## src/rtl/plc_pkg.sv

```systemverilog
package plc_pkg;
  localparam logic [7:0] ADDR_CTRL = 8'h09;
  localparam logic [7:0] ADDR_IRQ  = 8'h0B;
  localparam logic [7:0] ADDR_MASK = 8'h0C;
  localparam logic [7:0] ADDR_TX0  = 8'h0D;
  localparam logic [7:0] ADDR_RX0  = 8'h10;
  localparam int BYTE_SLOTS = 3;
  localparam int FRAME_BITS = 11;

  typedef enum logic [1:0] {ST_IDLE, ST_TX, ST_RX, ST_GAP} linkState_t;

  typedef struct packed {
    logic       txStart;
    logic       rxByteVld;
    logic [1:0] rxByteIdx;
    logic [7:0] rxByte;
    logic       rxDone;
    logic [1:0] rxCount;
    logic       rxErr;
    logic       txErr;
    logic       timeout;
  } ctrlStrobe_t;
endpackage

```

## src/rtl/plc_dp.sv

```systemverilog
module plc_dp
  import plc_pkg::*;
(
  input  logic        clk,
  input  logic        rstN,
  input  logic        busWe,
  input  logic        busRe,
  input  logic [7:0]  busAddr,
  input  logic [7:0]  busWdata,
  output logic [7:0]  busRdata,
  output logic        irqN,
  input  ctrlStrobe_t st,
  output logic        goReq,
  output logic [1:0]  txCountReq,
  output logic [BYTE_SLOTS-1:0][7:0] txBytes
);
  logic [BYTE_SLOTS-1:0][7:0] rxRegs;
  logic [5:0] cfgReg;
  logic [4:0] flags, flagsNxt, maskReg;
  logic rdIrq;

  assign rdIrq      = busRe && (busAddr == ADDR_IRQ);
  assign goReq      = busWe && (busAddr == ADDR_CTRL) && (busWdata[1:0] != 2'd0);
  assign txCountReq = busWdata[1:0];
  assign irqN       = ~|(flags & maskReg);

  for (genvar i = 0; i < BYTE_SLOTS; i++) begin : g_slot
    always_ff @(posedge clk or negedge rstN) begin
      if (!rstN) txBytes[i] <= '0;
      else if (busWe && busAddr == 8'(ADDR_TX0 + i)) txBytes[i] <= busWdata;
    end
    always_ff @(posedge clk or negedge rstN) begin
      if (!rstN) rxRegs[i] <= '0;
      else if (st.rxByteVld && st.rxByteIdx == 2'(i)) rxRegs[i] <= st.rxByte;
    end
  end

  always_comb begin
    flagsNxt = rdIrq ? '0 : flags;
    if (st.timeout) flagsNxt[0] = 1'b1;
    if (st.rxDone)  flagsNxt[2:1] = st.rxCount;
    if (st.txErr)   flagsNxt[3] = 1'b1;
    if (st.rxErr)   flagsNxt[4] = 1'b1;
  end

  always_ff @(posedge clk or negedge rstN) begin
    if (!rstN) begin
      flags   <= '0;
      maskReg <= 5'h1F;
      cfgReg  <= '0;
    end else begin
      flags <= flagsNxt;
      if (busWe && busAddr == ADDR_MASK) maskReg <= busWdata[4:0];
      if (busWe && busAddr == ADDR_CTRL) cfgReg <= busWdata[7:2];
    end
  end

  always_comb begin
    busRdata = '0;
    if (busAddr == ADDR_CTRL) busRdata = {cfgReg, 2'b00};
    if (busAddr == ADDR_IRQ)  busRdata = {3'b000, flags};
    if (busAddr == ADDR_MASK) busRdata = {3'b000, maskReg};
    for (int i = 0; i < BYTE_SLOTS; i++) begin
      if (busAddr == 8'(ADDR_TX0 + i)) busRdata = txBytes[i];
      if (busAddr == 8'(ADDR_RX0 + i)) busRdata = rxRegs[i];
    end
  end


  go_gate_chk: assert property (@(posedge clk) disable iff (!rstN) st.txStart |-> goReq);

  timeout_flag_chk: assert property (@(posedge clk) disable iff (!rstN) st.timeout |=> flags[0]);

  flag_clear_chk: assert property (@(posedge clk) disable iff (!rstN)
    (rdIrq && !st.timeout && !st.rxDone && !st.txErr && !st.rxErr) |=> (flags == 5'd0));
endmodule

```

## src/rtl/plc_ctrl.sv

```systemverilog
module plc_ctrl
  import plc_pkg::*;
#(
  parameter int CLKS_PER_BIT = 3000,
  parameter int WAIT_CYCLES  = 1250000
) (
  input  logic        clk,
  input  logic        rstN,
  input  logic        isMaster,
  input  logic        goReq,
  input  logic [1:0]  txCountReq,
  input  logic [BYTE_SLOTS-1:0][7:0] txBytes,
  input  logic        lineIn,
  output logic        lineOut,
  output ctrlStrobe_t st
);
  localparam int CNT_W  = $clog2(2 * CLKS_PER_BIT);
  localparam int WAIT_W = $clog2(WAIT_CYCLES + 1);
  localparam logic [CNT_W-1:0]  BIT_LAST  = CNT_W'(CLKS_PER_BIT - 1);
  localparam logic [CNT_W-1:0]  HALF      = CNT_W'(CLKS_PER_BIT / 2);
  localparam logic [CNT_W-1:0]  GAP_LAST  = CNT_W'(2 * CLKS_PER_BIT - 1);
  localparam logic [WAIT_W-1:0] WAIT_LAST = WAIT_W'(WAIT_CYCLES - 1);
  localparam logic [3:0]        STOP_IDX  = 4'(FRAME_BITS - 1);

  function automatic logic [FRAME_BITS-1:0] mkFrame(input logic [7:0] d);
    return {1'b0, d, ~^d, 1'b1};
  endfunction

  linkState_t state;
  ctrlStrobe_t stReg;
  logic [2:0] lineSync;
  logic lineS, prevS;
  logic [CNT_W-1:0] cnt;
  logic [3:0] bitIdx;
  logic [1:0] byteIdx, nBytes;
  logic [FRAME_BITS-1:0] curFrame;
  logic [8:0] rxShift;
  logic rxBad, waiting, slaveMay;
  logic [WAIT_W-1:0] waitCnt;
  logic accept, stopHit, stopBad, gapEnd, frameEnd, frameBad;
  logic [1:0] frameCnt;

  assign lineS = lineSync[1];
  assign prevS = lineSync[2];

  always_comb begin
    accept   = goReq && state == ST_IDLE && (isMaster ? !waiting : slaveMay);
    stopHit  = state == ST_RX && cnt == HALF && bitIdx == STOP_IDX;
    stopBad  = !lineS || !(^rxShift);
    gapEnd   = state == ST_GAP && lineS && cnt == GAP_LAST;
    frameEnd = (stopHit && byteIdx == 2'd2) || gapEnd;
    frameCnt = stopHit ? 2'd3 : byteIdx;
    frameBad = rxBad || (stopHit && stopBad);
    st = stReg;
    st.txStart = accept;
  end

  always_ff @(posedge clk or negedge rstN) begin
    if (!rstN) begin
      state <= ST_IDLE;  lineSync <= 3'b111; lineOut <= 1'b1;
      cnt <= '0; bitIdx <= '0; byteIdx <= '0; nBytes <= '0;
      curFrame <= '1; rxShift <= '0; rxBad <= 1'b0;
      waiting <= 1'b0; waitCnt <= '0; slaveMay <= 1'b0; stReg <= '0;
    end else begin
      lineSync <= {lineSync[1:0], lineIn};
      stReg <= '0;
      if (waiting) begin
        if (waitCnt == WAIT_LAST) begin
          waiting <= 1'b0;
          stReg.timeout <= 1'b1;
        end else waitCnt <= waitCnt + 1'b1;
      end
      case (state)
        ST_IDLE: begin
          if (accept) begin
            state <= ST_TX; nBytes <= txCountReq; byteIdx <= '0; bitIdx <= '0;
            cnt <= '0; curFrame <= mkFrame(txBytes[0]); lineOut <= 1'b0;
            slaveMay <= 1'b0;
          end else if (prevS && !lineS) begin
            state <= ST_RX; cnt <= CNT_W'(1); bitIdx <= '0; byteIdx <= '0; rxBad <= 1'b0;
          end
        end
        ST_TX: begin
          if (cnt == HALF && curFrame[4'd10 - bitIdx] && !lineS) begin
            stReg.txErr <= 1'b1; lineOut <= 1'b1; state <= ST_IDLE;
          end else if (cnt == BIT_LAST) begin
            cnt <= '0;
            if (bitIdx == STOP_IDX) begin
              if (byteIdx == nBytes - 2'd1) begin
                state <= ST_IDLE; lineOut <= 1'b1;
                if (isMaster) begin waiting <= 1'b1; waitCnt <= '0; end
              end else begin
                byteIdx <= byteIdx + 2'd1; bitIdx <= '0; lineOut <= 1'b0;
                curFrame <= mkFrame(txBytes[byteIdx + 2'd1]);
              end
            end else begin
              bitIdx <= bitIdx + 4'd1;
              lineOut <= curFrame[4'd9 - bitIdx];
            end
          end else cnt <= cnt + 1'b1;
        end
        ST_RX: begin
          if (stopHit) begin
            stReg.rxByteVld <= 1'b1; stReg.rxByteIdx <= byteIdx; stReg.rxByte <= rxShift[8:1];
            if (byteIdx != 2'd2) begin
              state <= ST_GAP; cnt <= '0; byteIdx <= byteIdx + 2'd1;
              rxBad <= rxBad || stopBad;
            end
          end else begin
            if (cnt == HALF) begin
              if (bitIdx == 4'd0) begin
                if (lineS) state <= ST_IDLE;
              end else rxShift <= {rxShift[7:0], lineS};
            end
            if (cnt == BIT_LAST) begin cnt <= '0; bitIdx <= bitIdx + 4'd1; end
            else cnt <= cnt + 1'b1;
          end
        end
        ST_GAP: begin
          if (!lineS) begin
            state <= ST_RX; cnt <= CNT_W'(1); bitIdx <= '0;
          end else cnt <= cnt + 1'b1;
        end
        default: state <= ST_IDLE;
      endcase
      if (frameEnd) begin
        state <= ST_IDLE;
        if (frameBad) stReg.rxErr <= 1'b1;
        else begin
          stReg.rxDone <= 1'b1; stReg.rxCount <= frameCnt;
          slaveMay <= 1'b1; waiting <= 1'b0;
        end
      end
    end
  end


  start_low_chk: assert property (@(posedge clk) disable iff (!rstN) st.txStart |=> !lineOut);

  tx_err_release_chk: assert property (@(posedge clk) disable iff (!rstN) stReg.txErr |-> lineOut);

  rx_count_chk: assert property (@(posedge clk) disable iff (!rstN) stReg.rxDone |-> stReg.rxCount != 2'd0);

  busy_refuse_chk: assert property (@(posedge clk) disable iff (!rstN)
    (isMaster && state == ST_TX) |-> !st.txStart);
endmodule

```

## src/rtl/plc_link_ctrl.sv

```systemverilog
module plc_link_ctrl
  import plc_pkg::*;
#(
  parameter int CLKS_PER_BIT = 3000,
  parameter int WAIT_CYCLES  = 1250000
) (
  input  logic       clk,
  input  logic       rstN,
  input  logic       isMaster,
  input  logic       busWe,
  input  logic       busRe,
  input  logic [7:0] busAddr,
  input  logic [7:0] busWdata,
  output logic [7:0] busRdata,
  output logic       irqN,
  input  logic       lineIn,
  output logic       lineOut
);
  ctrlStrobe_t st;
  logic goReq;
  logic [1:0] txCountReq;
  logic [BYTE_SLOTS-1:0][7:0] txBytes;

  plc_dp u_dp (
    .clk(clk), .rstN(rstN), .busWe(busWe), .busRe(busRe), .busAddr(busAddr),
    .busWdata(busWdata), .busRdata(busRdata), .irqN(irqN), .st(st),
    .goReq(goReq), .txCountReq(txCountReq), .txBytes(txBytes)
  );

  plc_ctrl #(.CLKS_PER_BIT(CLKS_PER_BIT), .WAIT_CYCLES(WAIT_CYCLES)) u_ctrl (
    .clk(clk), .rstN(rstN), .isMaster(isMaster), .goReq(goReq),
    .txCountReq(txCountReq), .txBytes(txBytes), .lineIn(lineIn),
    .lineOut(lineOut), .st(st)
  );
endmodule

```

## config.mk

```make
export PLATFORM = sky130hd
export DESIGN_NAME = plc_link_ctrl
export DESIGN_NICKNAME = d
export VERILOG_FILES = /design/src/rtl/plc_pkg.sv /design/src/rtl/plc_dp.sv /design/src/rtl/plc_ctrl.sv /design/src/rtl/plc_link_ctrl.sv
export SDC_FILE = /design/constraint.sdc
export NUM_CORES = 1
export LEC_CHECK = 0
export BUFFER_PORTS_ARGS = -buffer_cell sky130_fd_sc_hd__buf_2
export CAP_MARGIN = 0
export CORE_MARGIN = 4
export CORE_UTILIZATION = 55
export DETAILED_ROUTE_END_ITERATION = 6
export HOLD_SLACK_MARGIN = 0.15
export PLACE_DENSITY_LB_ADDON = 0.08
export SYNTH_ARGS = -nofsm -noshare
export SYNTH_HDL_FRONTEND = slang
export SYNTH_HIERARCHICAL = 1
export SYNTH_SLANG_ARGS = --single-unit
export TNS_END_PERCENT = 100
```

## constraint.sdc

```tcl
create_clock -name clk -period 7 [get_ports clk]
set_input_delay 0.7 -clock clk [delete_from_list [all_inputs] [get_ports clk]]
set_output_delay 0.7 -clock clk [all_outputs]
set_load 0.02 [all_outputs]
```

-- After elaboration in Yosys (flattened, before gate mapping)
Index checks and enable logic that the tools add are counted.
- add/subtract/negate cells: 7
- magnitude comparators: 3
- eq/ne operators: 47
- mux-type cells: 111
- bitwise gates (word level): 3
- reduce and logical (&&, ||, !) cells: 53
- operator list (cell ; count):
    21-bit two-way mux ; 8
    13-bit two-way mux ; 7
    8-bit two-way mux ; 10
    11-bit two-way mux ; 7
    13-bit case mux with 4 select lines ; 1
    8-bit by 4-bit == test with 1-bit output, second input constant ; 6
    2-bit two-way mux ; 23
    4-bit two-way mux ; 10
    1-bit two-way mux ; 34
    8-bit by 5-bit == test with 1-bit output, second input constant ; 3
    11-bit case mux with 2 select lines ; 1
    21-bit by 1-bit adder with 21-bit output, second input constant ; 1
    21-bit == test, second input constant ; 1
    1-bit logical AND ; 21
    2-bit inequality test, second input constant ; 9
    8-bit binary-select mux with 2-bit select ; 1
    4-bit by 1-bit inequality test with 1-bit output, second input constant ; 4
    4-bit case mux with 4 select lines ; 1
    8-bit XNOR reduction ; 2
    2-bit nonzero test ; 7
    13-bit by 1-bit adder with 13-bit output, second input constant ; 1
    13-bit by 11-bit == test with 1-bit output, second input constant ; 1
    13-bit by 12-bit == test with 1-bit output, second input constant ; 1
    13-bit == test, second input constant ; 1
    39 further kinds ; 63
- flip-flop bits (word level): 152
- input port bits: 22
- output and inout port bits: 10

-- Logic depth before layout (Yosys ltp)
Gate-level depths: netlist of run 1.
- depth in word-level cells: 11
- mapped depth: 11
- mapped depth without buffers: 9

-- Hierarchy
Netlist of run 1, hierarchy kept.
- modules (own cells, without submodules) (module ; times used ; cells an instance ; area an instance (um^2) ; seq. area each (um^2)):
    plc_ctrl ; 1 ; 526 ; 5187.5 ; 2194.6
    plc_dp ; 1 ; 265 ; 3230.6 ; 1607.8

-- Least setup slack after synthesis of run 1
OpenSTA, ideal clock, no wires.
- path type: input-to-reg
- start: input busAddr[0]
- end: register u_ctrl.curFrame[3]
- setup time: 0.082 ns
- data arrival time: 2.820 ns
- data required time: 6.918 ns
- path slack: 4.097 ns
- stages on the path: 10
- cell sequence: buf_4 > clkinv_1 > nor3_1 > nand3_2 > nor2_1 > nand4_1 > o21ai_0 > a21boi_2 > buf_6 > mux2_4
- word-level cells in the longest chain between the ends: 7
- RTL lines (element ; line ; RTL):
    start: declaration ; plc_link_ctrl.sv:12 ; input logic [7:0] busAddr,
    8-bit by 4-bit == test with 1-bit output ; plc_dp.sv:23 ; assign goReq = busWe && (busAddr == ADDR_CTRL) && (busWdata[1:0] != 2'd0);
    1-bit logical AND (2 in series) ; plc_dp.sv:23 ;
    via goReq ; plc_link_ctrl.sv:20 ; logic goReq;
    1-bit logical AND (2 in series) ; plc_ctrl.sv:47 ; accept = goReq && state == ST_IDLE && (isMaster ? !waiting : slaveMay);
    2-bit by 1-bit inequality test with 1-bit output (no line) ; n/a ;
    6-bit AND reduction (no line) ; n/a ;
    end signal: assignment ; plc_ctrl.sv:94 ; curFrame <= mkFrame(txBytes[byteIdx + 2'd1]);
    end: declaration ; plc_ctrl.sv:36 ; logic [FRAME_BITS-1:0] curFrame;
The timed path passes the listed nets, and every way through them passes these cells.
A chain may end at the register's enable or synchronous reset.

-- Worst setup path in the final report of run 1
- start: input busAddr[7]
- end: register u_ctrl.curFrame[2]
The elaborated chain is that of the path after synthesis.

==> results.md, run 1 <==
| Group | Quantity | Value |
| --- | --- | --- |
| die | Initial cell density of the core | 57.0% |
| sta | Fin crit share | 57.3% |
| worst setup path | R2r endpoint | u_ctrl/cnt[1] |
| sta | Skew final | 0.00728 ns |
| drt | DRT Pass-1 Iters | 6 |
| synthesis | Mapped Nets | 826 |
| worst setup path | Cells along the critical path | buf_2 -> nor3_1 -> and2_2 -> nand3_2 -> nor2_1 -> nand4_1 -> o21ai_0 -> a21boi_2 -> mux2_2 |
| pwr | Switching part of the total power | 30.5% |
| placed design | Post-DP HPWL | 14.3 mm |
| placed design | Standard cell area after detailed placement | 8630 µm² |
| clock network | Clock latency of the later-clocked register in the worst-skew pair | 0.42 ns |
| pwr | Fraction of power consumed by sequential logic | 43.2% |
| clock network | Number of buffers added to fix hold violations after cts | 0 |
| clock network | Clk root buf | clkbuf_16 |
| worst setup path | Worst setup path endpoint | u_ctrl/curFrame[2] |
| layout | Total Nets Final | 842 |
| sta | Final hold violation count | 0 |
| grt | Maximum number of pins on one net before global-route repair | 85 |
| drt | Post-DRT Antenna Nets | 0 |
| sta | Setup total negative slack | 0 ns |
| drt | DRC violation count after routing | 0 |
| placed design | Global placer's final weighted congestion | 0.905 |
| pwr | Combinational Power Share | 18.0% |
| drt | Via count | 6295 |
| run | Number of max-cap violations | 0 |
| grt | Initial antenna violation count | 0 |
| clock network | Number of clock sinks seen by CTS | 151 |
| layout | Fillers | 1189 |
| pwr | Clock power frac | 38.8% |
| worst setup path | Worst reg2reg setup slack | 3.52 ns |
| layout | Number of inserted diodes | 0 |
| layout | Area overhead of the layout relative to synthesis | 9.12% |
| worst setup path | Critical Path Fanout Max | 11 |
| die | Placement row count | 44 |
| pwr | Pwr Density | 241 nW/µm² |
| synthesis | Cells after synthesis | 790 |
| grt | Total track usage | 23.6% |
| worst setup path | Delay contributed by the slowest stage of the critical path | 0.92 ns |
| synthesis | Synthesized area | 8410 µm² |
| sta | Final period demand of the worst path | 4.01 ns |
| clock network | Number of post-CTS setup repair buffers | 0 |
| clock network | Number of resized instances in the post-cts repair step | 0 |
| grt | Vias in the first global route | 6275 |
| sta | Number of setup violations in the final report | 0 |
| sta | Final Max Tran Viols | 0 |
| clock network | Clock edge transition at the registers on the reported setup and hold paths | 0.06 ns |
| clock network | Number of buffers created by CTS | 17 |
| layout | Design area | 9180 µm² |
| pwr | Internal Dissipation | 1540 µW |
| grt | Aggregate global routing overflow | 0 |
| sta | Normalized max-slew margin | 22.8% |
| die | Core region area | 14800 µm² |
| die | DIE HEIGHT | 132 µm |
| drt | Via-to-Cell Ratio | 6.28 |
| synthesis | Yosys warning count | 6 |
| worst setup path | Crit Path Class | in2reg |
| layout | Non-filler instance count after layout | 1003 |
| worst setup path | Cell at the slowest stage of the critical path | nor3_1 |
| sta | Setup repair after global routing missed its margin | false |
| sta | Tightest Pin Transition | 1.15 ns |
| drt | Total Wirelength | 20.0 mm |
| synthesis | Average size of a mapped cell | 10.6 µm² |
| worst setup path | Critical Path RT | 7.35 ns |
| grt | First-pass GRT wire length | 33.2 mm |
| pwr | Max VDD drop | 216 µV |
| clock network | Largest buffer count on any clock path | 2 |
| clock network | TritonCTS clock tree | done |
| die | Die area | 17300 µm² |
| clock network | Max H-tree Level | 4 |
| die | I/O pin cnt | 32 |
| placed design | Buffers on Ports | 31 |
| drt | Routed wire length per instance | 20.0 µm |
| sta | Timing-limited maximum frequency | 249 MHz |
| layout | Layout cell share with drive strength beyond 1 | 25.0% |
| worst setup path | Data arrival time of the worst path | 4.35 ns |
| layout | Reg area | 3800 µm² |
| drt | Starting DRC count in detailed routing | 643 |
| pwr | Switching power | 674 µW |
| worst setup path | Source of the critical timing path | busAddr[7] |
| worst setup path | Worst reg2reg path startpoint | u_ctrl/bitIdx[0] |
| worst setup path | Path depth of the worst reg2reg path | 8 |
| hold path | Min-Delay Path Class | in2async |
| placed design | Dpl cells | 971 |
| status | Status | finished clean |
| die | Horizontal die dimension | 132 µm |
| worst setup path | Type of origin of the critical path | primary input |
| pwr | Static leakage | 0.00410 µW |
| layout | Total area of multi-input combinational cells | 4330 µm² |
| worst setup path | Endpoint class of the critical path | flop |
-- cell usage in the layout, fill, tap and decap left out, types with 9 or more instances in the layout --
master / count
xnor2_1: 27
nand2_1: 61
dfstp_2: 19
clkbuf_16: 17
nor2_1: 58
ha_1: 14
a21oi_1: 29
dfrtp_1: 132
a22oi_1: 12
nor4_1: 9
a22o_1: 13
mux2_2: 79
nor2b_1: 10
buf_2: 30
nor3_1: 11
mux2i_1: 10
and3_1: 22
o21ai_0: 28
inv_1: 20
nand3_1: 21
xor2_1: 12
nand4_1: 12
-- per-stage QoR --
| stage | worst slack, ns | util (%) | hold slack (ns) | power [µW] |
|---|---|---|---|---|
| 3_5_place_dp | 2.61 | 58.5 | 0.348 | 1360 |
| 6_report | 2.99 | 62.2 | 0.278 | 2210 |
| 5_1_grt | 2.65 | 62.2 | 0.327 | 2310 |
| 4_1_cts | 3.05 | 62.2 | 0.298 | 2220 |
| 2_1_floorplan | 4.10 | - | 0.345 | 1250 |
| 3_3_place_gp | 2.80 | 58.5 | 0.348 | 1350 |
-- layer usage --
metal	global-route usage [%]	wire, µm
met3	4.05	838
met5	0	0
met2	38.0	9600
met1	32.6	9260
met4	7.82	339
-- state kept, by name (all words and copies together) (netlist names), 2 cells and up --
register / flops
u_dp/rxRegs: 24
u_dp/txBytes: 24
u_ctrl/waitCnt: 21
u_ctrl/st: 17
u_ctrl/cnt: 13
u_ctrl/curFrame: 10
u_ctrl/rxShift: 9
u_dp/cfgReg: 6
u_dp/flags: 5
u_dp/maskReg: 5
u_ctrl/bitIdx: 4
u_ctrl/lineSync: 3
u_ctrl/byteIdx: 2
u_ctrl/nBytes: 2
u_ctrl/state: 2
-- power groups by stage --
stage	Sequential [µW]	Clock (µW)	Combinational, µW
after floorplan	944	0	306
after global placement	967	0	382
after detailed placement	969	0	392
after CTS	955	870	394
after global routing	961	915	439
final	955	857	397
-- critical path: cells and delay by family --
kind	cells	cell delay (ns)
buffers and inverters	1	0.12
and+or+nand+nor	5	2.17
AOI/OAI and AO/OA	2	0.93
muxes	1	0.41
-- worst min-delay path by stage --
stage                         endpoint  slack, ns  cells past startpoint               start
global placement    u_ctrl/lineSync[1]       0.35                      0  u_ctrl/lineSync[0]
floorplan           u_ctrl/lineSync[1]       0.35                      0  u_ctrl/lineSync[0]
detailed placement  u_ctrl/lineSync[1]       0.35                      0  u_ctrl/lineSync[0]
CTS                    u_dp/rxRegs[21]       0.30                      1                rstN
finish                 u_dp/rxRegs[23]       0.28                      1                rstN
global route           u_dp/rxRegs[21]       0.33                      1                rstN
-- layout make-up --
cell class | count | area share, %
clock inverters | 11 | 0.995
clock buffers | 21 | 5.02
multi-input cells | 581 | 47.2
repair buffers | 34 | 2.00
flip-flops and latches | 151 | 41.4
inverters | 21 | 0.859
well taps | 184 | 2.51
Power figures use the tool's default switching activity.
==> inputs of run 2 (changes only) <==
clock period = 3.3 ns   (was 7 ns; I/O delays follow)
==> run 2 against run 1 <==
Flip-flop and latch count unchanged. Core utilization up 0.75 points. Final cell count up 1.4%. Total power up 110%. Hold slack worse by 0.075 ns. Count of clock-buffer cells in the layout down 3. Via count up 0.25%. Critical path type is now reg2reg. Largest cell class unchanged. Largest power group unchanged.
==> results.md, run 2 (synthesis gave the netlist of run 1 again) <==
| Group | Quantity | Value | Change |
| --- | --- | --- | --- |
| pwr | Post-route total power | 4720 µW | +110% |
| layout | Number of inserted diodes | 0 | unchanged |
| die | Placement row count | 44 | unchanged |
| pwr | Max VDD drop | 477 µV | +120% |
| pwr | Switching power | 1460 µW | +120% |
| drt | Starting DRC count in detailed routing | 585 | -9.0% |
| pwr | Static leakage | 0.00417 µW | +1.6% |
| placed design | Buffers on Ports | 31 | unchanged |
| layout | Area overhead of the layout relative to synthesis | 10.4% |  |
| pwr | Clock power frac | 38.7% | about the same |
| hold path | Worst Hold Path EP | u_dp/cfgReg[5] |  |
| clock network | Largest buffer count on any clock path | 2 | unchanged |
| sta | Setup repair after global routing missed its margin | false |  |
| placed design | Post-DP HPWL | 14.3 mm | about the same |
| sta | Normalized max-slew margin | 48.8% | +26 points |
| grt | Total track usage | 23.5% | -0.064 points |
| placed design | Global placer's final weighted congestion | 0.908 | +0.33% |
| drt | DRT Pass-1 Iters | 5 | -1 |
| drt | Via count | 6311 | +0.25% |
| clock network | TritonCTS clock tree | done |  |
| sta | Fin crit share | 89.1% |  |
| hold path | Launch point of the worst hold path | busWdata[7] |  |
| worst setup path | Type of origin of the critical path | flop |  |
| sta | Setup total negative slack | 0 ns | unchanged |
| layout | Commonest non-fill, non-tap cell in the layout | dfrtp_1 |  |
| worst setup path | Crit Path Class | reg2reg |  |
| sta | Number of setup violations in the final report | 0 | unchanged |
| sta | Timing-limited maximum frequency | 340 MHz |  |
| die | I/O pin cnt | 32 | unchanged |
| drt | DRC violation count after routing | 0 | unchanged |
| sta | Final hold violation count | 0 | unchanged |
| pwr | Fraction of power consumed by sequential logic | 42.6% | -0.6 points |
| worst setup path | Cell at the slowest stage of the critical path | nor4_1 |  |
| worst setup path | Worst reg2reg setup slack | 0.36 ns | -3.16 ns |
| grt | First-pass GRT wire length | 33.1 mm | -0.25% |
| sta | Final Max Tran Viols | 0 | unchanged |
| pwr | Internal Dissipation | 3260 µW | +110% |
| layout | Registers with the most flip-flops | u_dp/rxRegs: 24 flops, u_dp/txBytes: 24 flops, u_ctrl/waitCnt: 21 flops |  |
| sta | Tightest Pin Transition | 0.763 ns | -0.386 ns |
| layout | Most used cells in the layout excluding fill and tap cells | dfrtp_1 (132), mux2_2 (79), nand2_1 (61) |  |
| hold path | Depth of the worst hold-timing path | 2 |  |
| die | DIE HEIGHT | 132 µm | unchanged |
| worst setup path | Endpoint class of the critical path | flop |  |
| clock network | Clk root buf | clkbuf_16 |  |
| worst setup path | Data arrival time of the worst path | 3.29 ns | -1.06 ns |
| grt | Vias in the first global route | 6339 | +1.0% |
| hold path | Min-Delay Path Class | in2reg |  |
| worst setup path | Critical Path Fanout Max | 11 | unchanged |
| worst setup path | Critical Path RT | 3.65 ns | -3.70 ns |
| drt | Routed wire length per instance | 19.7 µm | -1.5% |
| grt | Aggregate global routing overflow | 0 | unchanged |
| clock network | Number of buffers created by CTS | 17 | unchanged |
| pwr | Switching part of the total power | 30.9% | +0.45 points |
| layout | Layout cell share with drive strength beyond 1 | 26.3% | +1.3 points |
| clock network | Clock latency of the later-clocked register in the worst-skew pair | 0.43 ns | about the same |
| worst setup path | Critical Path Most Common Cell | o21ai_1 |  |
| layout | Total Nets Final | 856 | +1.7% |
| die | Initial cell density of the core | 57.0% | unchanged |
| clock network | Number of clock sinks seen by CTS | 151 | unchanged |
| worst setup path | Path depth of the worst reg2reg path | 9 | +1 |
| run | Number of max-cap violations | 0 | unchanged |
| drt | Total Wirelength | 20.0 mm | -0.13% |
| sta | Final period demand of the worst path | 2.94 ns |  |
| worst setup path | Worst reg2reg path startpoint | u_ctrl/bitIdx[1] |  |
| drt | Post-DRT Antenna Nets | 0 | unchanged |
| clock network | Max H-tree Level | 4 | unchanged |
| worst setup path | R2r endpoint | u_ctrl/cnt[0] |  |
| status | Status | finished clean |  |
| grt | Maximum number of pins on one net before global-route repair | 76 | -11% |
| clock network | Number of resized instances in the post-cts repair step | 0 | unchanged |
| pwr | Combinational Power Share | 18.7% | +0.7 points |
| clock network | Clock edge transition at the registers on the reported setup and hold paths | 0.07 ns | about the same |
| drt | Via-to-Cell Ratio | 6.21 | -1.1% |
| pwr | Pwr Density | 508 nW/µm² | +110% |
| die | Horizontal die dimension | 132 µm | unchanged |
| worst setup path | Delay contributed by the slowest stage of the critical path | 0.63 ns | -0.29 ns |
| die | Core region area | 14800 µm² | unchanged |
| grt | Initial antenna violation count | 0 | unchanged |
| sta | Skew final | 0.00987 ns | +0.00259 ns |
| die | Die area | 17300 µm² | unchanged |
| worst setup path | Cells along the critical path | inv_1 -> ha_1 -> nor2_1 -> a22oi_1 -> nor4_1 -> o21ai_1 -> o21ai_1 -> buf_4 -> mux2i_1 |  |
run 2: changes by cell type in the layout (fill, tap and decap cells not counted), sizes merged:
cell	previous run	this run
dlygate4sd3	0	2
buf	34	46
inv	24	26
clkinv	6	5
clkbuf	21	18
clkinvlp	2	4
run 2: cell type report:
cell class / instances / area, µm²
Fill cell: 1189 / 5470
Multi-Input combinational cell: 581 / 4330
Sequential cell: 151 / 3800
Clock buffer: 18 / 439
Timing Repair Buffer: 48 / 294
Tap cell: 184 / 230
Clock inverter: 14 / 114
Inverter: 21 / 78.8
run 2: worst max path at each step:
stage,start,end,depth (start not counted)
global route,u_ctrl/byteIdx[0],u_ctrl/curFrame[1],8
CTS,u_ctrl/bitIdx[1],u_ctrl/cnt[0],9
floorplan,u_ctrl/byteIdx[0],u_ctrl/curFrame[1],10
global placement,busAddr[2],u_ctrl/bitIdx[3],9
detailed placement,busAddr[2],u_ctrl/bitIdx[3],9
finish,u_ctrl/bitIdx[1],u_ctrl/cnt[0],9
run 2: metal layers:
layer  routed length [µm]  global-route usage, %
met1                 8980                   31.2
met4                  337                   7.35
met2                 9880                   39.3
met3                  814                   4.51
met5                    0                      0
run 2: power groups by stage:
stage	Combinational, µW	Sequential [µW]	Clock (µW)
after floorplan	649	2000	0
after global placement	845	2040	0
after detailed placement	865	2040	0
after CTS	875	2010	1860
after global routing	962	2020	1950
final	880	2010	1820
run 2: timing repair:
item	CTS	global route
setup endpoints to repair	0	0
buffers inserted	0	0
hold buffers	2	0
endpoints found under the hold margin	63	0
run 2: worst max-delay path: cells and delay by family, from the launching register on:
| kind | cells | cell delay, ns |
|---|---|---|
| DFF | 1 | 0.58 |
| AOI/OAI and AO/OA | 3 | 0.60 |
| buffers and inverters | 2 | 0.36 |
| adders and majority gates | 1 | 0.38 |
| and+or+nand+nor | 2 | 0.76 |
| muxes | 1 | 0.19 |
run 2: through the flow:
stage / util [%] / cells / area (µm²) / hold WS, ns / worst slack (ns)
CTS: 63.0 / 1017 / 9290 / 0.185 / 0.465
floorplan: - / 790 / 8410 / 0.0344 / 0.718
detailed placement: 59.1 / 983 / 8720 / 0.347 / 0.300
global placement: 59.1 / 983 / 8720 / 0.348 / 0.529
finish: 63.0 / 1017 / 9290 / 0.203 / 0.359
global route: 63.0 / 1017 / 9290 / 0.196 / 0.199
==> inputs of run 3 (changes only) <==
PLACE_DENSITY = 0.75   (was not set)
PLACE_DENSITY_LB_ADDON = not set   (was 0.08)
==> run 3 against run 2 <==
Sequential share of layout area down 0.22 points. Flip-flop and latch count unchanged. Core utilization up 0.34 points. Clock power up 8%. Combinational power up 0.5%. Hold slack worse by 0.020 ns. Count of clock-buffer cells in the layout down 1. Global-route usage about the same. Non-clock buffer count down 2. Largest cell class unchanged.
==> results.md, run 3 (synthesis gave the netlist of run 1 again) <==
| Group | Quantity | Value | Change |
| --- | --- | --- | --- |
| status | Status | finished clean |  |
| hold path | Launch point of the worst hold path | busWdata[0] |  |
| layout | Total Nets Final | 854 | -0.23% |
| die | Die area | 17300 µm² | unchanged |
| worst setup path | Data arrival time of the worst path | 3.27 ns | -0.02 ns |
| layout | Post-route core utilization | 63.3% | +0.34 points |
| pwr | Static leakage | 0.00419 µW | +0.52% |
| sta | Setup repair after global routing missed its margin | false |  |
| layout | Layout cell share with drive strength beyond 1 | 26.2% | -0.057 points |
| clock network | Number of clock sinks seen by CTS | 151 | unchanged |
| drt | DRT Pass-1 Iters | 5 | unchanged |
| sta | Setup total negative slack | 0 ns | unchanged |
| worst setup path | Cells along the critical path | inv_1 -> ha_1 -> nor2b_2 -> a22oi_1 -> xor2_1 -> xnor2_1 -> xnor2_1 -> o21ai_1 |  |
| layout | Design area | 9340 µm² | +0.54% |
| grt | Maximum number of pins on one net before global-route repair | 97 | +28% |
| worst setup path | Critical Path Fanout Max | 12 | +1 |
| die | Placement row count | 44 | unchanged |
| worst setup path | Delay contributed by the slowest stage of the critical path | 0.63 ns | about the same |
| grt | Total track usage | 23.5% | about the same |
| worst setup path | Critical Path Most Common Cell | xnor2_1 |  |
| layout | Fillers | 1168 | -1.8% |
| sta | Final hold violation count | 0 | unchanged |
| hold path | Min-Delay Path Class | in2reg |  |
| worst setup path | Cell at the slowest stage of the critical path | ha_1 |  |
| drt | Starting DRC count in detailed routing | 609 | +4.1% |
| drt | Total Wirelength | 19.9 mm | -0.53% |
| die | Initial cell density of the core | 57.0% | unchanged |
| grt | Aggregate global routing overflow | 0 | unchanged |
| worst setup path | Buffer and inverter count on the worst path | 1 | -1 |
| layout | Most used cells in the layout excluding fill and tap cells | dfrtp_1 (132), mux2_2 (79), nand2_1 (61) |  |
| placed design | Global placer's final weighted congestion | 0.929 | +2.3% |
| die | I/O pin cnt | 32 | unchanged |
| clock network | Clock latency of the later-clocked register in the worst-skew pair | 0.43 ns | about the same |
| pwr | Max VDD drop | 374 µV | -22% |
| clock network | Number of buffers created by CTS | 17 | unchanged |
| drt | Via-to-Cell Ratio | 6.26 | +0.93% |
| drt | Via count | 6357 | +0.73% |
| sta | Tightest Pin Transition | 0.891 ns | +0.127 ns |
| die | DIE HEIGHT | 132 µm | unchanged |
| worst setup path | Type of origin of the critical path | flop |  |
| worst setup path | Kind of cell with the highest combined delay on the critical path | adder cells |  |
| sta | Final Max Tran Viols | 0 | unchanged |
| worst setup path | Source of the critical timing path | u_ctrl/byteIdx[0] |  |
| layout | Number of inserted diodes | 0 | unchanged |
| clock network | Largest buffer count on any clock path | 2 | unchanged |
| grt | First-pass GRT wire length | 33.3 mm | +0.57% |
| sta | Slack of the critical path | 0.385 ns | +0.0257 ns |
| worst setup path | Crit Path Class | reg2reg |  |
| die | Horizontal die dimension | 132 µm | unchanged |
| clock network | Clock edge transition at the registers on the reported setup and hold paths | 0.07 ns | about the same |
| sta | Fin crit share | 88.3% | -0.78 points |
| placed design | Standard cell area after detailed placement | 8710 µm² | about the same |
| drt | Post-DRT Antenna Nets | 0 | unchanged |
| layout | Registers with the most flip-flops | u_dp/rxRegs: 24 flops, u_dp/txBytes: 24 flops, u_ctrl/waitCnt: 21 flops |  |
| layout | Area overhead of the layout relative to synthesis | 11.0% |  |
| drt | DRC violation count after routing | 0 | unchanged |
| clock network | Clk root buf | clkbuf_16 |  |
| placed design | Post-DP HPWL | 14.1 mm | -1.3% |
| grt | Initial antenna violation count | 0 | unchanged |
| worst setup path | Critical Path RT | 3.66 ns | about the same |
| clock network | Max H-tree Level | 4 | unchanged |
| drt | Routed wire length per instance | 19.6 µm | -0.34% |
| placed design | Placement-stage worst setup slack | 0.397 ns | +0.0976 ns |
| sta | Skew final | 0.00938 ns | -0.000489 ns |
| layout | Commonest non-fill, non-tap cell in the layout | dfrtp_1 |  |
| sta | Normalized max-slew margin | 40.6% | -8.2 points |
| worst setup path | Endpoint class of the critical path | flop |  |
| sta | Final period demand of the worst path | 2.92 ns | -0.0257 ns |
| die | Core region area | 14800 µm² | unchanged |
| run | Number of max-cap violations | 0 | unchanged |
| grt | Vias in the first global route | 6557 | +3.4% |
| sta | Timing-limited maximum frequency | 343 MHz | +0.88% |
| clock network | TritonCTS clock tree | done |  |
| sta | Number of setup violations in the final report | 0 | unchanged |
| placed design | Buffers on Ports | 31 | unchanged |
| pwr | Pwr Density | 521 nW/µm² | +2.5% |
| worst setup path | Worst reg2reg path startpoint | u_ctrl/byteIdx[0] |  |
| pwr | Post-route total power | 4860 µW | +3.1% |
[run 3: cell count changes in the layout (fill, tap and decap cells not counted), moves of 2 or more]
| cell | change |
|---|---|
| inv_8 | +2 |
| clkinv_2 | -3 |
| clkinvlp_4 | -2 |
| clkinv_8 | +2 |
| buf_4 | -3 |
[run 3: worst min-delay path: cells and delay by family]
family | cells | cell delay, ns
and+or+nand+nor | 2 | 0.10
buffers and inverters | 1 | 0.14
[run 3: what timing repair did]
action / 4_1_cts / 5_1_grt
gates resized for setup: 0 / 1
hold endpoints to repair: 77 / 0
setup endpoints to repair: 0 / 1
hold buffers: 2 / 0
setup buffers: 0 / 0
[run 3: layout make-up]
class / count / area (µm²) / area share (%)
clock inverter: 15 / 178 / 1.90
multi-input combinational: 581 / 4330 / 46.4
clock buffer: 17 / 425 / 4.56
sequential: 151 / 3800 / 40.7
inverter: 21 / 78.8 / 0.844
tap: 184 / 230 / 2.47
timing repair buffer: 46 / 292 / 3.12
[run 3: power breakdown]
part / switching, µW / internal, µW
registers: 97.5 / 1920
logic: 541 / 343
clock network: 878 / 1090
[run 3: final timing paths]
check,end,slack [ns],depth (start not counted)
worst max-delay path,u_ctrl/curFrame[1],0.38,8
worst max register to register,u_ctrl/curFrame[1],0.38,8
worst min-delay path,u_ctrl/nBytes[0],0.18,3
max in group asynchronous,u_ctrl/waitCnt[6],1.99,3
min in group asynchronous,u_dp/rxRegs[23],0.54,2
worst min register to register,u_ctrl/lineSync[1],0.36,0
[run 3: layer usage]
metal  vias up  part of all wire (%)  global-route usage (%)  routed length [µm]
met5         -                     0                       0                   0
met4         0                   2.7                    8.40                 536
met3        48                   5.1                    5.16                1010
met2       230                    50                    39.5                9870
met1      3124                    43                    30.1                8490
li1       2955                     -                       -                   -
[run 3: stage by stage]
stage          cells  hold WS (ns)
2_1_floorplan    790        0.0344
3_3_place_gp     981         0.347
3_5_place_dp     981         0.351
4_1_cts         1015         0.167
5_1_grt         1015         0.195
6_report        1015         0.183
